File: src/rtl/prog_eng_pkg.sv
package prog_eng_pkg;

  localparam int ADDR_W      = 5;
  localparam int ADR_CMD     = 0;
  localparam int ADR_CNT     = 1;
  localparam int ADR_TX_BASE = 8;
  localparam int ADR_RX_BASE = 16;
  localparam int START_BIT   = 2;

  typedef enum logic [1:0] {
    SQ_IDLE = 2'd0,
    SQ_LOW  = 2'd1,
    SQ_HIGH = 2'd2,
    SQ_TAIL = 2'd3
  } seq_state_e;

endpackage

File: src/rtl/prog_eng_regs.sv
module prog_eng_regs
  import prog_eng_pkg::*;
#(
  parameter int TX_BYTES = 6,
  parameter int RX_BYTES = 10,
  parameter int CNT_W    = 8
) (
  input  logic                    clk,
  input  logic                    rst_n,
  input  logic                    wr_en,
  input  logic [ADDR_W-1:0]       wr_addr,
  input  logic [7:0]              wr_data,
  input  logic [ADDR_W-1:0]       rd_addr,
  output logic [7:0]              rd_data,
  input  logic [RX_BYTES*8-1:0]   rx_bank,
  input  logic                    done,
  output logic                    busy,
  output logic [CNT_W-1:0]        bit_cnt,
  output logic [TX_BYTES*8-1:0]   tx_flat
);

  logic [7:0]       tx_q [TX_BYTES];
  logic [7:0]       tx_d [TX_BYTES];
  logic [CNT_W-1:0] cnt_q, cnt_d;
  logic             start_q, start_d;
  logic             wr_ok;

  assign wr_ok = wr_en && !start_q;

  // next state
  always_comb begin
    cnt_d   = cnt_q;
    start_d = start_q;
    for (int i = 0; i < TX_BYTES; i++) tx_d[i] = tx_q[i];
    if (done) start_d = 1'b0;
    if (wr_ok) begin
      if (wr_addr == ADDR_W'(ADR_CMD) && wr_data[START_BIT]) start_d = 1'b1;
      if (wr_addr == ADDR_W'(ADR_CNT)) cnt_d = CNT_W'(wr_data);
      for (int i = 0; i < TX_BYTES; i++)
        if (wr_addr == ADDR_W'(ADR_TX_BASE + i)) tx_d[i] = wr_data;
    end
  end

  // registers
  always_ff @(posedge clk or negedge rst_n) begin
    if (!rst_n) begin
      cnt_q   <= '0;
      start_q <= 1'b0;
      for (int i = 0; i < TX_BYTES; i++) tx_q[i] <= '0;
    end else begin
      cnt_q   <= cnt_d;
      start_q <= start_d;
      for (int i = 0; i < TX_BYTES; i++) tx_q[i] <= tx_d[i];
    end
  end

  // flatten: byte TX_BYTES-1 lands in the top bits and is sent first
  for (genvar g = 0; g < TX_BYTES; g++) begin : g_flat
    assign tx_flat[8*g +: 8] = tx_q[g];
  end

  assign busy    = start_q;
  assign bit_cnt = cnt_q;

  // read mux
  always_comb begin
    rd_data = '0;
    if (rd_addr == ADDR_W'(ADR_CMD)) rd_data[START_BIT] = start_q;
    if (rd_addr == ADDR_W'(ADR_CNT)) rd_data = 8'(cnt_q);
    for (int i = 0; i < TX_BYTES; i++)
      if (rd_addr == ADDR_W'(ADR_TX_BASE + i)) rd_data = tx_q[i];
    for (int j = 0; j < RX_BYTES; j++)
      if (rd_addr == ADDR_W'(ADR_RX_BASE + j)) rd_data = rx_bank[8*j +: 8];
  end

  AST_CNT_LOCKED: assert property (@(posedge clk) disable iff (!rst_n)
    start_q && wr_en && wr_addr == ADDR_W'(ADR_CNT) |=> $stable(cnt_q));
  AST_TX0_LOCKED: assert property (@(posedge clk) disable iff (!rst_n)
    start_q && wr_en && wr_addr == ADDR_W'(ADR_TX_BASE) |=> $stable(tx_q[0]));

endmodule

File: src/rtl/prog_eng_seq.sv
module prog_eng_seq
  import prog_eng_pkg::*;
#(
  parameter int TX_BITS  = 48,
  parameter int CNT_W    = 8,
  parameter int HALF_CYC = 2
) (
  input  logic             clk,
  input  logic             rst_n,
  input  logic             start,
  input  logic [CNT_W-1:0] bit_cnt,
  output logic             sck,
  output logic             cs_n,
  output logic             load,
  output logic             shift,
  output logic             capture,
  output logic             done
);

  localparam int BITS_W = $clog2(TX_BITS + 1);
  localparam int PH_W   = $clog2(2 * HALF_CYC + 1);
  localparam logic [PH_W-1:0] PH_HALF = PH_W'(HALF_CYC - 1);
  localparam logic [PH_W-1:0] PH_FULL = PH_W'(2 * HALF_CYC - 1);

  seq_state_e        state_q, state_d;
  logic [PH_W-1:0]   ph_q, ph_d;
  logic [BITS_W-1:0] left_q, left_d;
  logic              sck_q, sck_d;
  logic              cs_n_q, cs_n_d;
  logic [BITS_W-1:0] n_eff;

  assign n_eff = (bit_cnt > CNT_W'(TX_BITS)) ? BITS_W'(TX_BITS) : BITS_W'(bit_cnt);

  // next state
  always_comb begin
    state_d = state_q;
    ph_d    = ph_q;
    left_d  = left_q;
    sck_d   = sck_q;
    cs_n_d  = cs_n_q;
    load    = 1'b0;
    shift   = 1'b0;
    capture = 1'b0;
    done    = 1'b0;
    unique case (state_q)
      SQ_IDLE: begin
        if (start) begin
          if (n_eff == '0) begin
            done = 1'b1;
          end else begin
            load    = 1'b1;
            cs_n_d  = 1'b0;
            left_d  = n_eff;
            ph_d    = '0;
            state_d = SQ_LOW;
          end
        end
      end
      SQ_LOW: begin
        if (ph_q == PH_HALF) begin
          capture = 1'b1;
          sck_d   = 1'b1;
          ph_d    = '0;
          state_d = SQ_HIGH;
        end else begin
          ph_d = ph_q + 1'b1;
        end
      end
      SQ_HIGH: begin
        if (ph_q == PH_HALF) begin
          sck_d = 1'b0;
          ph_d  = '0;
          if (left_q == BITS_W'(1)) begin
            left_d  = '0;
            state_d = SQ_TAIL;
          end else begin
            left_d  = left_q - 1'b1;
            shift   = 1'b1;
            state_d = SQ_LOW;
          end
        end else begin
          ph_d = ph_q + 1'b1;
        end
      end
      SQ_TAIL: begin
        if (ph_q == PH_FULL) begin
          cs_n_d  = 1'b1;
          done    = 1'b1;
          ph_d    = '0;
          state_d = SQ_IDLE;
        end else begin
          ph_d = ph_q + 1'b1;
        end
      end
      default: state_d = SQ_IDLE;
    endcase
  end

  // registers
  always_ff @(posedge clk or negedge rst_n) begin
    if (!rst_n) begin
      state_q <= SQ_IDLE;
      ph_q    <= '0;
      left_q  <= '0;
      sck_q   <= 1'b0;
      cs_n_q  <= 1'b1;
    end else begin
      state_q <= state_d;
      ph_q    <= ph_d;
      left_q  <= left_d;
      sck_q   <= sck_d;
      cs_n_q  <= cs_n_d;
    end
  end

  assign sck  = sck_q;
  assign cs_n = cs_n_q;

  AST_SCK_IN_CS: assert property (@(posedge clk) disable iff (!rst_n)
    sck_q |-> !cs_n_q);
  AST_LEFT_BOUND: assert property (@(posedge clk) disable iff (!rst_n)
    left_q <= BITS_W'(TX_BITS));
  AST_CS_AFTER_FALL: assert property (@(posedge clk) disable iff (!rst_n)
    $rose(cs_n_q) |-> !$past(sck_q));

endmodule

File: src/rtl/prog_eng_shift.sv
module prog_eng_shift #(
  parameter int TX_BITS = 48,
  parameter int RX_BITS = 80
) (
  input  logic               clk,
  input  logic               rst_n,
  input  logic               load,
  input  logic               shift,
  input  logic               capture,
  input  logic [TX_BITS-1:0] tx_flat,
  input  logic               miso,
  output logic               mosi,
  output logic [RX_BITS-1:0] rx_bank
);

  logic [TX_BITS-1:0] tx_q, tx_d;
  logic [RX_BITS-1:0] rx_q, rx_d;

  // next state
  always_comb begin
    tx_d = tx_q;
    rx_d = rx_q;
    if (load)         tx_d = tx_flat;
    else if (shift)   tx_d = {tx_q[TX_BITS-2:0], 1'b0};
    if (capture)      rx_d = {rx_q[RX_BITS-2:0], miso};
  end

  // registers
  always_ff @(posedge clk or negedge rst_n) begin
    if (!rst_n) begin
      tx_q <= '0;
      rx_q <= '0;
    end else begin
      tx_q <= tx_d;
      rx_q <= rx_d;
    end
  end

  assign mosi    = tx_q[TX_BITS-1];
  assign rx_bank = rx_q;

  AST_STROBES_EXCL: assert property (@(posedge clk) disable iff (!rst_n)
    $onehot0({load, shift, capture}));

endmodule

File: src/rtl/prog_shift_engine.sv
module prog_shift_engine
  import prog_eng_pkg::*;
#(
  parameter int TX_BYTES = 6,
  parameter int RX_BYTES = 10,
  parameter int CNT_W    = 8,
  parameter int HALF_CYC = 2
) (
  input  logic        clk,
  input  logic        rst_n,
  input  logic        wr_en,
  input  logic [4:0]  wr_addr,
  input  logic [7:0]  wr_data,
  input  logic [4:0]  rd_addr,
  output logic [7:0]  rd_data,
  output logic        sck,
  output logic        cs_n,
  output logic        mosi,
  input  logic        miso
);

  localparam int TX_BITS = TX_BYTES * 8;
  localparam int RX_BITS = RX_BYTES * 8;

  logic                rst_meta_q, rst_sync_q;
  logic                busy, done, load, shift, capture;
  logic [CNT_W-1:0]    bit_cnt;
  logic [TX_BITS-1:0]  tx_flat;
  logic [RX_BITS-1:0]  rx_bank;

  // asynchronous assert, synchronous release
  always_ff @(posedge clk or negedge rst_n) begin
    if (!rst_n) begin
      rst_meta_q <= 1'b0;
      rst_sync_q <= 1'b0;
    end else begin
      rst_meta_q <= 1'b1;
      rst_sync_q <= rst_meta_q;
    end
  end

  prog_eng_regs #(
    .TX_BYTES (TX_BYTES),
    .RX_BYTES (RX_BYTES),
    .CNT_W    (CNT_W)
  ) u_regs (
    .clk     (clk),
    .rst_n   (rst_sync_q),
    .wr_en   (wr_en),
    .wr_addr (wr_addr),
    .wr_data (wr_data),
    .rd_addr (rd_addr),
    .rd_data (rd_data),
    .rx_bank (rx_bank),
    .done    (done),
    .busy    (busy),
    .bit_cnt (bit_cnt),
    .tx_flat (tx_flat)
  );

  prog_eng_seq #(
    .TX_BITS  (TX_BITS),
    .CNT_W    (CNT_W),
    .HALF_CYC (HALF_CYC)
  ) u_seq (
    .clk     (clk),
    .rst_n   (rst_sync_q),
    .start   (busy),
    .bit_cnt (bit_cnt),
    .sck     (sck),
    .cs_n    (cs_n),
    .load    (load),
    .shift   (shift),
    .capture (capture),
    .done    (done)
  );

  prog_eng_shift #(
    .TX_BITS (TX_BITS),
    .RX_BITS (RX_BITS)
  ) u_shift (
    .clk     (clk),
    .rst_n   (rst_sync_q),
    .load    (load),
    .shift   (shift),
    .capture (capture),
    .tx_flat (tx_flat),
    .miso    (miso),
    .mosi    (mosi),
    .rx_bank (rx_bank)
  );

  AST_IDLE_QUIET: assert property (@(posedge clk) disable iff (!rst_sync_q)
    !busy |-> cs_n && !sck);
  AST_MOSI_HOLD: assert property (@(posedge clk) disable iff (!rst_sync_q)
    sck && $past(sck) |-> $stable(mosi));
  AST_ZERO_DONE: assert property (@(posedge clk) disable iff (!rst_sync_q)
    $rose(busy) && bit_cnt == '0 |=> !busy && cs_n);

endmodule

File: config.mk
export PLATFORM = sky130hd
export DESIGN_NAME = prog_shift_engine
export DESIGN_NICKNAME = d
export VERILOG_FILES = /design/src/rtl/prog_eng_pkg.sv /design/src/rtl/prog_eng_regs.sv /design/src/rtl/prog_eng_seq.sv /design/src/rtl/prog_eng_shift.sv /design/src/rtl/prog_shift_engine.sv
export SDC_FILE = /design/constraint.sdc
export NUM_CORES = 1
export LEC_CHECK = 0
export ABC_AREA = 1
export BUFFER_PORTS_ARGS = -buffer_cell sky130_fd_sc_hd__buf_2
export CORE_MARGIN = 2
export CORE_UTILIZATION = 30
export DETAILED_ROUTE_END_ITERATION = 16
export HOLD_SLACK_MARGIN = 0.06
export PLACE_DENSITY = 0.43
export SYNTH_ARGS = -nofsm -noshare
export SYNTH_HDL_FRONTEND = slang
export SYNTH_SLANG_ARGS = --single-unit
File: constraint.sdc
create_clock -name clk -period 8.25 [get_ports clk]
set_input_delay 1.2375 -clock clk [delete_from_list [all_inputs] [get_ports clk]]
set_output_delay 1.2375 -clock clk [all_outputs]
set_load 0.1 [all_outputs]
==> summary.txt, run 1 <==
Post-Synth Adder-Cell Area: 1.43%
Fin nets: 1166
Asr flop ratio synth: 100%
Mux contribution to synthesized area: 4.21%
Fin crit period: 4550 ps
Sequential share of power: 44.1%
1st-pass router iterations: 5
Cell leakage power: 0.00505 uW
Final global-route overflow total: 0
TNS Setup: 0 ps
Port Buffers: 32
Yosys cell types: 35
Final setup viols: 0
Worst clock skew: 17.9 ps
Relative slew slack: 34.3%
Post-Synth XOR/XNOR Area: 0.364%
Clock H-tree levels: 4
Design area: 10700 um^2
Post-synth EDFFs: 0
PostCTS Resize Cnt: 0
CP max FO: 9
Routed wire length: 26500 um
Initial DRC count: 470
DP HPWL: 18800 um
Register area share after synthesis: 51.9%
Post-Syn Area: 9640 um^2
Starting Density: 30.5%
Slew @ Worst Pin: 986 ps
Final Hold Viols: 0
Placed Instances: 1516
DIE AREA: 33600 um^2
Pins over their slew limit: 0
GRT Total Usage: 16.5%
Worst setup SP type: input port
Outcome: finished clean
Syn avg cell area: 8.55 um^2
Worst-case clock buffer depth: 2
Pre-CTS WS: 3760 ps
Sink Count: 200
Max-cap check violation count: 0
Int Pwr: 2000 uW
Non-Filler Instances: 1549
Hold_buf cts: 0
Routed len/inst: 17.1 um
Largest family of logic cells by synthesized area: simple AND/OR/NAND/NOR gates
Hold Crit Class: reg2async
Most common cell after layout, fill and taps aside: nand2_1
RSZ-0062 raised after global routing: no
TritonCTS clock tree: built
Initial antenna violation count: 3
Final worst-path cycle share: 55.2%
Vias: 7563
Yosys reg bits: 200
Post-DP Area: 10100 um^2
Share of layout cells above drive strength 1: 12.0%
Critical path type: in2out
Total CTS buffers: 17
Syn. warnings: 0
Commonest non-fill, non-tap cells in the layout: 243 x nand2_1, 198 x dfrtp_1, 151 x nand3_1, 106 x o21ai_0, 101 x inv_1
Worst IR drop on VDD: 0.152 mV
Switching power share of the total: 38.6%
Worst EP arrival: 3320 ps
Root Driver: clkbuf_16
DRC: 0
Sw Pwr: 1260 uW
Post-route ant nets: 0
Fmax: 0.220 GHz
Vias per std cell: 4.88
Clock-pin slew on the worst setup and hold paths: 80 ps
Ports: 33
Compound-Gate Fraction of Synth Area: 8.78%
Clock share of power: 27.0%
Post-Synth Simple-Gate Area: 26.4%
# rows: 65
Dominant synthesized flop cell: dfrtp_1
Syn nets: 1160
Comb power frac: 28.9%
DIE WIDTH: 183 um
Clock latency on the worst-skew pair: 460 ps
Core area: 31600 um^2
Die extent in y: 183 um
Post-CTS Setup Repair Bufs: 0
Synth Instances: 1127
Final setup margin: 3700 ps
Largest net degree at the start of global routing: 112
Global-route wire length before repair: 42700 um
Vias in the first global route: 7534
Power per cell area: 304 nW/um^2
Worst EP required: 7010 ps
CP Capture Type: output pin
Area grow syn2layout: 11.5%
RePlAce Congestion: 0.854
==> registers in the layout, indices dropped and copies added (netlist names) <==
signal           count
rst_meta_q           1
rst_sync_q           1
u_shift.rx_bank     80
u_seq.sck            1
u_regs.bit_cnt       8
u_shift.tx_q        48
u_seq.cs_n           1
u_seq.left_q         6
u_regs.tx_flat      48
u_seq.ph_q           3
u_regs.busy          1
u_seq.state_q        2
==> worst max-delay path: stages <==
cell and delay (ps):
buf_2 140, nor2_4 210, nand2_1 130, nor2_2 380
inv_1 100, nand2_1 80, inv_1 40, nand3_1 80
nand2_1 100, nand4_1 90, nor2_1 60, nand4_1 100
nor2_1 60, nand4_1 60, buf_2 430
==> path summary, 6_finish.rpt <==
check                                    from             endpoint  slack, ps  depth (start not counted)
worst max-delay path               rd_addr[1]           rd_data[4]       3700                         15
worst min-delay path               rst_sync_q      u_seq.left_q[5]        190                          0
worst max register to register  u_seq.ph_q[0]  u_shift.rx_bank[73]       5690                          6
worst min register to register     rst_sync_q      u_seq.left_q[5]        190                          0
max in group asynchronous          rst_sync_q     u_shift.tx_q[31]       6220                          2
min in group clk                   rst_meta_q           rst_sync_q        360                          0
==> metal layers <==
layer	share of wire (%)	wire, um	GRT usage [%]	vias up
li1	-	-	-	3792
met1	49	13100	22.7	3652
met2	46	12200	26.4	87
met3	2.6	693	3.00	30
met4	1.7	451	5.31	2
met5	0.060	16	0	-
==> synthesized netlist by cell type, drive strengths merged (2+ instances only) <==
cell type | count | share of area [%]
nand2 | 245 | 9.6
dfrtp | 199 | 52
nand3 | 153 | 8.0
o21ai | 110 | 5.9
inv | 106 | 4.1
nor2 | 87 | 3.7
nand4 | 66 | 4.3
mux2 | 36 | 4.2
clkbuf | 31 | 1.2
a21oi | 27 | 1.4
buf | 24 | 1.5
o211ai | 15 | 1.2
ha | 11 | 1.4
nor3 | 5 | 0.49
xor2 | 3 | 0.27
a31oi | 2 | 0.13
==> through the flow <==
step	util [%]	power (uW)	hold WS (ps)
2_1_floorplan	-	2140	331
5_1_grt	34.0	3490	216
6_report	34.1	3260	190
3_5_place_dp	32.1	2410	193
3_3_place_gp	32.1	2400	198
4_1_cts	34.0	3300	201
==> power by group through the flow <==
| stage | registers, uW | logic [uW] | clock network [uW] |
|---|---|---|---|
| 2_1_floorplan | 1430 | 707 | 0 |
| 3_3_place_gp | 1460 | 945 | 0 |
| 3_5_place_dp | 1460 | 955 | 0 |
| 4_1_cts | 1440 | 958 | 906 |
| 5_1_grt | 1470 | 1080 | 943 |
| 6_report | 1440 | 943 | 882 |
==> final cells by class <==
class                      count  area [um^2]
sequential                   200         5010
clock inverter                12          153
tap                          402          503
timing repair buffer          42          235
fill                        3343        20800
inverter                     106          398
clock buffer                  19          443
antenna                        2         5.00
multi-input combinational    766         4000
==> cells by family after synthesis <==
group	after synthesis
adders and majority gates	11
and+or+nand+nor	558
other	1
muxes	36
AOI/OAI and AO/OA	156
DFF	200
buffers and inverters	161
xor gates and xnor gates	4
Note: power is estimated with default switching activity, not from simulation.
==> run 2, diff against run 1 <==
--- a/config.mk
+++ b/config.mk
@@ -5,7 +5,7 @@
 export SDC_FILE = /design/constraint.sdc
 export NUM_CORES = 1
 export LEC_CHECK = 0
-export ABC_AREA = 1
+export ABC_AREA = 0
 export BUFFER_PORTS_ARGS = -buffer_cell sky130_fd_sc_hd__buf_2
 export CORE_MARGIN = 2
 export CORE_UTILIZATION = 30
==> constraint.sdc (replaced) <==
create_clock -name clk -period 4.5 [get_ports clk]
set_input_delay 0.675 -clock clk [delete_from_list [all_inputs] [get_ports clk]]
set_output_delay 0.675 -clock clk [all_outputs]
set_load 0.1 [all_outputs]
==> run 2 against run 1 <==
Effect of this change: area after synthesis grew 0.86%; final area up 2.3%; setup slack lost 3100 ps; critical path type unchanged; highest routed layer is now met4.
==> summary.txt, run 2 <==
DIE WIDTH: 184 um (was 183 um)
Worst Path Buf+Inv: 3 (was 4)
Worst setup SP type: input port (unchanged)
Largest net degree at the start of global routing: 97 (was 112)
Core area: 31700 um^2 (was 31600 um^2)
Cells on worst reg2reg path: 7 (was 6)
DRC: 0 (unchanged)
Synth Instances: 853 (was 1127)
Final core area utilization: 34.6% (was 34.1%)
Commonest non-fill, non-tap cells in the layout: 198 x dfrtp_1, 139 x mux2_2, 90 x nand2_1, 67 x mux2i_1, 40 x o21ai_1 (was 243 x nand2_1, 198 x dfrtp_1, 151 x nand3_1, 106 x o21ai_0, 101 x inv_1)
Int Pwr: 3840 uW (was 2000 uW)
Routed len/inst: 20.1 um (was 17.1 um)
Cell leakage power: 0.00517 uW (was 0.00505 uW)
Starting Density: 30.6% (was 30.5%)
Sw Pwr: 1870 uW (was 1260 uW)
Fmax: 0.254 GHz
Clock H-tree levels: 4 (unchanged)
Area grow syn2layout: 13.1% (was 11.5%)
Slew @ Worst Pin: 1080 ps (was 986 ps)
Critical path type: in2out (unchanged)
Syn. warnings: 0 (unchanged)
DIE AREA: 33900 um^2 (was 33600 um^2)
Yosys cell types: 58 (was 35)
Clock share of power: 29.5% (was 27.0%)
Post-CTS Setup Repair Bufs: 0 (unchanged)
Vias: 6628 (was 7563)
CP Capture Type: output pin (unchanged)
Yosys reg bits: 200 (unchanged)
Hold depth: 0
Sequential share of power: 45.2% (was 44.1%)
Vias in the first global route: 6725 (was 7534)
CP Cell Sequence: buf_2 > nor2b_1 > nand3_1 > o22ai_1 > a211oi_1 > a2111oi_0 > buf_4 > o22ai_1 > buf_2 (was buf_2 > nor2_4 > nand2_1 > nor2_2 > inv_1 > nand2_1 > inv_1 > nand3_1 > nand2_1 > nand4_1 > nor2_1 > nand4_1 > nor2_1 > nand4_1 > buf_2)
CP peak stage delay: 600 ps (was 430 ps)
Comb power frac: 25.2% (was 28.9%)
Vias per std cell: 5.14 (was 4.88)
Synth area leaders: dfrtp_1 51%, mux2_2 16%, mux2i_1 6.9% (was dfrtp_1 52%, nand2_1 9.5%, nand3_1 7.9%)
CP Depth: 9 (was 15)
Port Buffers: 32 (unchanged)
Initial DRC count: 511 (was 470)
Critical-path top delay cell: a2111oi_0 (was buf_2)
Most frequent cell after synthesis: dfrtp_1 (was nand2_1)
Design area: 11000 um^2 (was 10700 um^2)
Pins over their slew limit: 0 (unchanged)
Post-DP Area: 10300 um^2 (was 10100 um^2)
Global-route wire length before repair: 41200 um (was 42700 um)
Worst-case clock buffer depth: 2 (unchanged)
Worst IR drop on VDD: 0.264 mV (was 0.152 mV)
Fin crit period: 3940 ps
Root Driver: clkbuf_16 (unchanged)
Clock latency on the worst-skew pair: 440 ps (was 460 ps)
Clock-pin slew on the worst setup and hold paths: 70 ps (was 80 ps)
Routed wire length: 25900 um (was 26500 um)
Top cells by count, synth: 199 x dfrtp_1, 139 x mux2_2, 92 x nand2_1 (was 244 x nand2_1, 199 x dfrtp_1, 152 x nand3_1)
Largest delay share family, worst path: compound AO/OA/AOI/OAI gates (was simple AND/OR/NAND/NOR gates)
Worst clock skew: 12.0 ps (was 17.9 ps)
DP HPWL: 18300 um (was 18800 um)
Worst EP arrival: 3260 ps (was 3320 ps)
Worst EP required: 3830 ps (was 7010 ps)
Relative slew slack: 28.1% (was 34.3%)
Most common cell after layout, fill and taps aside: dfrtp_1 (was nand2_1)
Die extent in y: 184 um (was 183 um)
CP max FO: 26 (was 9)
RePlAce Congestion: 0.831 (was 0.854)
TNS Setup: 0 ps (unchanged)
Post-Syn Area: 9720 um^2 (was 9640 um^2)
Max-cap check violation count: 0 (unchanged)
Post-synth top area cell: dfrtp_1 (unchanged)
Syn avg cell area: 11.4 um^2 (was 8.55 um^2)
Post-synth EDFFs: 0 (unchanged)
Power per cell area: 520 nW/um^2 (was 304 nW/um^2)
# rows: 65 (unchanged)
Final worst-path cycle share: 87.5%
Post-route ant nets: 0 (unchanged)
Share of layout cells above drive strength 1: 25.8% (was 12.0%)
Ports: 33 (unchanged)
Outcome: finished clean (unchanged)
1st-pass router iterations: 5 (unchanged)
Register area share after synthesis: 51.5% (was 51.9%)
Final setup viols: 0 (unchanged)
Fin nets: 905 (was 1166)
Initial antenna violation count: 1 (was 3)
Switching power share of the total: 32.8% (was 38.6%)
TritonCTS clock tree: built (unchanged)
RSZ-0062 raised after global routing: no (unchanged)
GRT Total Usage: 16.1% (was 16.5%)
Sink Count: 200 (unchanged)
Dominant synthesized flop cell: dfrtp_1 (unchanged)
Max reg flops: 80 (unchanged)
Final Hold Viols: 0 (unchanged)
Synth top area share: 51.2% (was 51.7%)
Asr flop ratio synth: 100% (unchanged)
Syn nets: 886 (was 1160)
Hold Crit Class: reg2reg (was reg2async)
Final global-route overflow total: 0 (unchanged)
Hold_ws: 354 ps (was 190 ps)
Total CTS buffers: 17 (unchanged)
## run 2: cell types whose count changed in the layout (fill, tap and decap cells not counted), moves of 67 or more
cell     previous run  this run
nand3_1           151        19
o21ai_0           106        32
inv_1             101        13
mux2i_1             0        67
mux2_2             36       139
nand2_1           243        90
## run 2: layer usage
metal | track usage [%] | wire [um] | share of wire, %
met1 | 22.5 | 12600 | 49
met2 | 25.3 | 12000 | 47
met3 | 3.01 | 862 | 3.3
met4 | 4.58 | 378 | 1.5
met5 | 0 | 0 | 0
## run 2: worst paths after layout
path                                  start                   to  slack (ps)
max                              rd_addr[3]           rd_data[0]         560
min                              rst_meta_q           rst_sync_q         350
max reg2reg                u_seq.state_q[0]     u_shift.tx_q[34]        1700
min reg2reg                      rst_meta_q           rst_sync_q         350
max in group asynchronous        rst_sync_q  u_shift.rx_bank[31]        2900
min in group asynchronous        rst_sync_q      u_seq.left_q[2]         410
## run 2: cell families after synthesis
| kind of cell | share of synthesized area, % |
|---|---|
| flops | 51.5 |
| fa+ha+maj | 1.42 |
| buf+inv | 2.96 |
| mux | 23.0 |
| compound gates | 11.9 |
| simple gates | 9.17 |
| other cells | 0.0386 |
## run 2: timing repair
action	4_1_cts	5_1_grt
gates resized for setup	0	0
endpoints found under the hold margin	2	0
hold buffers	1	0
## run 2: per-stage QoR
stage,std cells,total power [uW],setup slack [ps]
finish,1289,5720,561
global placement,1254,4070,610
global route,1288,6090,330
detailed placement,1254,4090,546
CTS,1287,5800,520
floorplan,853,3670,388
## run 2: final cells by class
| cell class | count | area, um^2 |
|---|---|---|
| fill | 3212 | 20700 |
| clock inverter | 12 | 200 |
| timing repair buffer | 44 | 340 |
| inverter | 14 | 52.6 |
| tap | 402 | 503 |
| sequential | 200 | 5010 |
| antenna | 2 | 5.00 |
| clock buffer | 20 | 437 |
| multi-input combinational | 595 | 4440 |
## run 2: power groups by stage
stage | logic (uW) | clock network, uW | registers [uW]
floorplan | 1120 | 0 | 2550
global route | 1620 | 1820 | 2650
CTS | 1460 | 1740 | 2590
detailed placement | 1460 | 0 | 2630
global placement | 1450 | 0 | 2620
finish | 1440 | 1690 | 2590
